### src/rtl/phy_seq_pkg.sv
package phy_seq_pkg;

  typedef enum logic [1:0] {
    RES_OK      = 2'd0,
    RES_FAIL    = 2'd1,
    RES_TIMEOUT = 2'd2
  } result_e;

  typedef enum logic [2:0] {
    S_IDLE,
    S_RD_CTRL,
    S_WR_CTRL,
    S_WAIT,
    S_POLL,
    S_DONE
  } state_e;

  // strobes from the control FSM to the datapath
  typedef struct packed {
    logic    loadCmd;
    logic    captureRead;
    logic    startWait;
    logic    tickWait;
    logic    setResult;
    result_e resultCode;
  } dp_ctrl_t;

  localparam int RESET_BIT   = 15;
  localparam int AN_EN_BIT   = 12;
  localparam int AN_RST_BIT  = 9;

endpackage

### src/rtl/phy_seq_datapath.sv
module phy_seq_datapath
  import phy_seq_pkg::*;
#(
  parameter int TIMEOUT_W   = 16,
  parameter int POLL_CYCLES = 100,
  parameter int ADDR_W      = 5,
  parameter int DATA_W      = 16,
  parameter int AN_DONE_BIT = 5
) (
  input  logic                 clk,
  input  logic                 rstN,
  input  dp_ctrl_t             ctl,
  input  logic                 cmdOp,
  input  logic [ADDR_W-1:0]    cmdPhyAddr,
  input  logic [TIMEOUT_W-1:0] cmdTimeout,
  input  logic [DATA_W-1:0]    regRdata,
  output logic                 opAutoneg,
  output logic [ADDR_W-1:0]    phyAddr,
  output logic [DATA_W-1:0]    writeData,
  output logic                 budgetZero,
  output logic                 waitDone,
  output logic                 pollSuccess,
  output result_e              resultReg
);

  localparam int CNT_W = (POLL_CYCLES > 1) ? $clog2(POLL_CYCLES) : 1;
  localparam logic [CNT_W-1:0]     WAIT_LOAD = CNT_W'(POLL_CYCLES - 1);
  localparam logic [TIMEOUT_W-1:0] POLL_B    = TIMEOUT_W'(POLL_CYCLES);

  logic [DATA_W-1:0]    shadow;
  logic [TIMEOUT_W-1:0] budget;
  logic [CNT_W-1:0]     waitCnt;
  logic [DATA_W-1:0]    setMask;

  always_comb begin
    setMask = '0;
    if (opAutoneg) begin
      setMask[AN_EN_BIT]  = 1'b1;
      setMask[AN_RST_BIT] = 1'b1;
    end else begin
      setMask[RESET_BIT]  = 1'b1;
    end
  end

  assign writeData   = shadow | setMask;
  assign budgetZero  = (budget == '0);
  assign waitDone    = (waitCnt == '0);
  assign pollSuccess = opAutoneg ? regRdata[AN_DONE_BIT] : !regRdata[RESET_BIT];

  always_ff @(posedge clk or negedge rstN) begin
    if (!rstN) begin
      opAutoneg <= 1'b0;
      phyAddr   <= '0;
      shadow    <= '0;
      budget    <= '0;
      waitCnt   <= '0;
      resultReg <= RES_OK;
    end else begin
      if (ctl.loadCmd) begin
        opAutoneg <= cmdOp;
        phyAddr   <= cmdPhyAddr;
        budget    <= cmdTimeout;
      end
      if (ctl.captureRead) shadow <= regRdata;
      if (ctl.startWait) begin
        waitCnt <= WAIT_LOAD;
      end else if (ctl.tickWait) begin
        if (waitCnt == '0) begin
          budget <= (budget > POLL_B) ? budget - POLL_B : '0;
        end else begin
          waitCnt <= waitCnt - 1'b1;
        end
      end
      if (ctl.setResult) resultReg <= ctl.resultCode;
    end
  end

endmodule

### src/rtl/phy_seq_control.sv
module phy_seq_control
  import phy_seq_pkg::*;
(
  input  logic     clk,
  input  logic     rstN,
  input  logic     cmdValid,
  input  logic     regAck,
  input  logic     regErr,
  input  logic     opAutoneg,
  input  logic     budgetZero,
  input  logic     waitDone,
  input  logic     pollSuccess,
  output dp_ctrl_t ctl,
  output logic     busy,
  output logic     done,
  output logic     regReq,
  output logic     regWrite,
  output logic     selStatus
);

  state_e state, nextState;

  always_ff @(posedge clk or negedge rstN) begin
    if (!rstN) state <= S_IDLE;
    else       state <= nextState;
  end

  always_comb begin
    ctl       = '0;
    nextState = state;
    unique case (state)
      S_IDLE: begin
        if (cmdValid) begin
          ctl.loadCmd = 1'b1;
          nextState   = S_RD_CTRL;
        end
      end
      S_RD_CTRL: begin
        if (regAck) begin
          if (regErr) begin
            ctl.setResult  = 1'b1;
            ctl.resultCode = RES_FAIL;
            nextState      = S_DONE;
          end else begin
            ctl.captureRead = 1'b1;
            nextState       = S_WR_CTRL;
          end
        end
      end
      S_WR_CTRL: begin
        if (regAck) begin
          if (budgetZero) begin
            ctl.setResult  = 1'b1;
            ctl.resultCode = opAutoneg ? RES_OK : RES_TIMEOUT;
            nextState      = S_DONE;
          end else begin
            ctl.startWait = 1'b1;
            nextState     = S_WAIT;
          end
        end
      end
      S_WAIT: begin
        ctl.tickWait = 1'b1;
        if (waitDone) nextState = S_POLL;
      end
      S_POLL: begin
        if (regAck) begin
          if (regErr) begin
            ctl.setResult  = 1'b1;
            ctl.resultCode = RES_FAIL;
            nextState      = S_DONE;
          end else if (pollSuccess) begin
            ctl.setResult  = 1'b1;
            ctl.resultCode = RES_OK;
            nextState      = S_DONE;
          end else if (budgetZero) begin
            ctl.setResult  = 1'b1;
            ctl.resultCode = RES_TIMEOUT;
            nextState      = S_DONE;
          end else begin
            ctl.startWait = 1'b1;
            nextState     = S_WAIT;
          end
        end
      end
      S_DONE:  nextState = S_IDLE;
      default: nextState = S_IDLE;
    endcase
  end

  assign busy      = (state != S_IDLE);
  assign done      = (state == S_DONE);
  assign regReq    = (state == S_RD_CTRL) || (state == S_WR_CTRL) || (state == S_POLL);
  assign regWrite  = (state == S_WR_CTRL);
  assign selStatus = (state == S_POLL) && opAutoneg;

endmodule

### src/rtl/phy_cmd_sequencer.sv
module phy_cmd_sequencer
  import phy_seq_pkg::*;
#(
  parameter int          TIMEOUT_W   = 16,
  parameter int          POLL_CYCLES = 100,
  parameter logic [4:0]  CTRL_ADDR   = 5'd0,
  parameter logic [4:0]  STATUS_ADDR = 5'd1,
  parameter int          AN_DONE_BIT = 5
) (
  input  logic                 clk,
  input  logic                 rstN,
  input  logic                 cmdValid,
  input  logic                 cmdOp,
  input  logic [4:0]           cmdPhyAddr,
  input  logic [TIMEOUT_W-1:0] cmdTimeout,
  output logic                 busy,
  output logic                 done,
  output logic [1:0]           result,
  output logic                 regReq,
  output logic                 regWrite,
  output logic [4:0]           regPhyAddr,
  output logic [4:0]           regAddr,
  output logic [15:0]          regWdata,
  input  logic                 regAck,
  input  logic [15:0]          regRdata,
  input  logic                 regErr
);

  dp_ctrl_t ctl;
  logic     opAutoneg, budgetZero, waitDone, pollSuccess, selStatus;
  result_e  resultReg;

  phy_seq_control u_ctrl (
    .clk        (clk),
    .rstN       (rstN),
    .cmdValid   (cmdValid),
    .regAck     (regAck),
    .regErr     (regErr),
    .opAutoneg  (opAutoneg),
    .budgetZero (budgetZero),
    .waitDone   (waitDone),
    .pollSuccess(pollSuccess),
    .ctl        (ctl),
    .busy       (busy),
    .done       (done),
    .regReq     (regReq),
    .regWrite   (regWrite),
    .selStatus  (selStatus)
  );

  phy_seq_datapath #(
    .TIMEOUT_W  (TIMEOUT_W),
    .POLL_CYCLES(POLL_CYCLES),
    .ADDR_W     (5),
    .DATA_W     (16),
    .AN_DONE_BIT(AN_DONE_BIT)
  ) u_dp (
    .clk        (clk),
    .rstN       (rstN),
    .ctl        (ctl),
    .cmdOp      (cmdOp),
    .cmdPhyAddr (cmdPhyAddr),
    .cmdTimeout (cmdTimeout),
    .regRdata   (regRdata),
    .opAutoneg  (opAutoneg),
    .phyAddr    (regPhyAddr),
    .writeData  (regWdata),
    .budgetZero (budgetZero),
    .waitDone   (waitDone),
    .pollSuccess(pollSuccess),
    .resultReg  (resultReg)
  );

  assign regAddr = selStatus ? STATUS_ADDR : CTRL_ADDR;
  assign result  = resultReg;

endmodule

### config.mk
export PLATFORM = sky130hd
export DESIGN_NAME = phy_cmd_sequencer
export DESIGN_NICKNAME = d
export VERILOG_FILES = /design/src/rtl/phy_seq_pkg.sv /design/src/rtl/phy_seq_datapath.sv /design/src/rtl/phy_seq_control.sv /design/src/rtl/phy_cmd_sequencer.sv
export SDC_FILE = /design/constraint.sdc
export NUM_CORES = 1
export LEC_CHECK = 0
export BUFFER_PORTS_ARGS = -buffer_cell sky130_fd_sc_hd__buf_2
export CAP_MARGIN = 10
export CORE_ASPECT_RATIO = 2
export CORE_MARGIN = 4
export CORE_UTILIZATION = 35
export CTS_CLUSTER_SIZE = 30
export DETAILED_ROUTE_END_ITERATION = 8
export HOLD_SLACK_MARGIN = 0.12
export REMOVE_ABC_BUFFERS = 1
export SETUP_SLACK_MARGIN = 0.4
export SLEW_MARGIN = 10
export SYNTH_ARGS = -nofsm -noshare
export SYNTH_HDL_FRONTEND = slang
export SYNTH_SLANG_ARGS = --single-unit
### constraint.sdc
create_clock -name clk -period 4.4 [get_ports clk]
set_input_delay 0.66 -clock clk [delete_from_list [all_inputs] [get_ports clk]]
set_output_delay 0.66 -clock clk [all_outputs]
set_load 0.05 [all_outputs]
==> metrics.cfg <==
[cts]
cts_resized=0
cts_hold_buf=0
cts_setup_buffers=0
clk_path_buf_depth=2
cts_tree=built
path_clk_slew_ns=0.07
cts.sinks=50
root_buffer=clkbuf_16
insertion_delay_ns=0.29
cts_made_buffers=5
cts_max_level=2

[synthesis]
synth_top_area_share_pct=43.2
synth_cells=285
yosys-top-cells-count=dfrtp_1 (50), nor2_1 (27), mux2_2 (21)
synth_area_leaders=dfrtp_1 (43%), mux2_2 (8.2%), buf_4 (4.9%)
synth-edff-count=0
dominantRegCellSynth=dfrtp_1
syn_avg_cell_area_um2=10.2
async_flop_share_pct=100
ys.warnings.count=0
ys_seq_area_share_pct=43.2
syn_area_mm2=0.00290
synth_area_leader_cell=dfrtp_1
synth_most_common_cell=dfrtp_1
ys_ff_latch=50
synth_cell_types=56

[floorplanning]
io_pins=75
num_rows=46
coreArea_mm2=0.00800
die_h_um=137
die_area_mm2=0.00989
die_w_um=72.3
start_util_pct=36.2

[worst_hold_path]
hold_path_class=in -> async

[pwr]
p_per_area_mw_per_mm2=796
finalPower_mw=2.65
p_leak_nw=1.49
peakVddDrop_v=0.000543
p_sw_share_pct=48.0
cellInternalPower_mw=1.38
pwr-share-comb_pct=49.9
switchingPower_mw=1.27
seq_power_share_pct=34.3
clock_power_share_pct=15.8

[grt]
overflow=0
grtUsageTotal_pct=15.5
grt_pass1_vias=2383
grt_pass1_wl_um=11800
antenna_found_initial=0
grt_max_degree=37

[setup_path]
path_buf_inv=0
r2r-end=u_dp.budget[13]
critical-path-slowest-cell=dfrtp_1
critPathMaxStageDelay_ns=0.79
cp-start-kind=register
reg2reg_depth=5
reg2reg_from=u_ctrl.state[0]
r2r_slack_ns=1.85
critPathRequiredTime_ns=4.57
cp-end-kind=register
cp_top_family=simple AND/OR/NAND/NOR gates
crit_path_cell_trace=and4bb_2, a31oi_1, nor2_1, o21ai_0, a221o_1
cp.arrival_ns=2.72
crit_type=reg -> reg
crit_fanout=21

[placed_design]
place_hpwl_um=5280
post-place-ws_ns=1.91
portBuffers=70
dp.cells=423
place_congestion=0.838
place_area_mm2=0.00316

[timing]
rsz0062_at_grt=no
max_slew_margin_pct=31.5
fmax_ghz=0.393
hold_violations=0
tns_ns=0
setup_viol=0
fin_hold_ws_ns=0.258
min_period_ns=2.55
slew_violations=0
finalCritPeriodShare_pct=57.9
setup_slack_ns=1.85
worstMarginPinSlew_ns=1.03
clock_skew_ns=0.00677

[route]
totalWireLength_um=7050
dr.pass1.iters=4
vias=2331
wl_per_cell_um=16.4
vias_per_cell=5.41
drt_iter0_markers=124
post-route-drc-count=0
ant_nets=0

[layout]
n_antenna_cell=0
syn_to_final_growth_pct=14.8
postLayoutCoreUtil_pct=41.6
fin_cells=431
drive_above_1_share_pct=33.4
nets=381
fill_cells=810
fin_area_mm2=0.00333

[flow_run]
drv_cap=0

[status]
outcome=complete, no violations

worst max-delay path by stage:
stage	endpoint	slack [ns]	cells past startpoint	start
after global routing	u_dp.budget[5]	1.67	5	u_ctrl.state[0]
final	u_dp.budget[13]	1.85	5	u_ctrl.state[0]
after detailed placement	u_dp.budget[5]	1.91	5	u_ctrl.state[0]
after CTS	u_dp.budget[5]	1.88	5	u_ctrl.state[0]
after global placement	u_dp.budget[5]	1.92	5	u_ctrl.state[0]
after floorplan	u_dp.opAutoneg	2.04	3	u_ctrl.state[0]
sequential cells by signal, indices dropped and copies added, names as in the netlist:
register	cells
u_ctrl.state	3
u_dp.shadow	16
u_dp.phyAddr	5
u_dp.waitCnt	7
u_dp.resultReg	2
u_dp.budget	16
u_dp.opAutoneg	1
cell type report:
type	count	area, um2	share of cell area [%]
Timing Repair Buffer	71	358	10.8
Multi-Input combinational cell	197	1400	42.1
Clock buffer	7	153	4.59
Clock inverter	1	8.76	0.263
Sequential cell	50	1250	37.6
Tap cell	96	120	3.61
Inverter	9	33.8	1.02
power by group through the flow:
stage          clock network, mW  logic, mW  registers, mW
6_report                   0.418       1.32          0.908
3_5_place_dp                   0       1.33          0.911
5_1_grt                    0.453       1.43          0.949
3_3_place_gp                   0       1.31          0.902
4_1_cts                    0.431       1.33          0.906
2_1_floorplan                  0      0.737           1.16
cell usage in the layout (no fill, tap or decap), drive strengths merged, types with 5 or more instances in the layout:
cell and instances:
buf 71, dfrtp 50, nor2 28, mux2 23, o21ai 17, nor3 15, nand2 13, a221o 11
inv 9, a21oi 8, clkbuf 7, nor4 5, nand2b 5
cells by family after synthesis:
group | synth area share [%]
AO/OA/AOI/OAI | 16.0
AND/OR/NAND/NOR | 17.8
XOR/XNOR | 2.42
adder cells (fa/ha/maj) | 1.73
buffers and inverters | 8.85
flip-flops | 43.2
multiplexers | 9.89
other | 0.129
routing by layer:
layer	up-vias	global-route usage (%)	wire, um
met4	0	8.16	221
met2	61	27.7	4010
li1	1116	-	-
met5	-	0	0
met3	15	2.43	229
met1	1139	17.1	2590
Note: power is estimated with default switching activity, not from simulation.
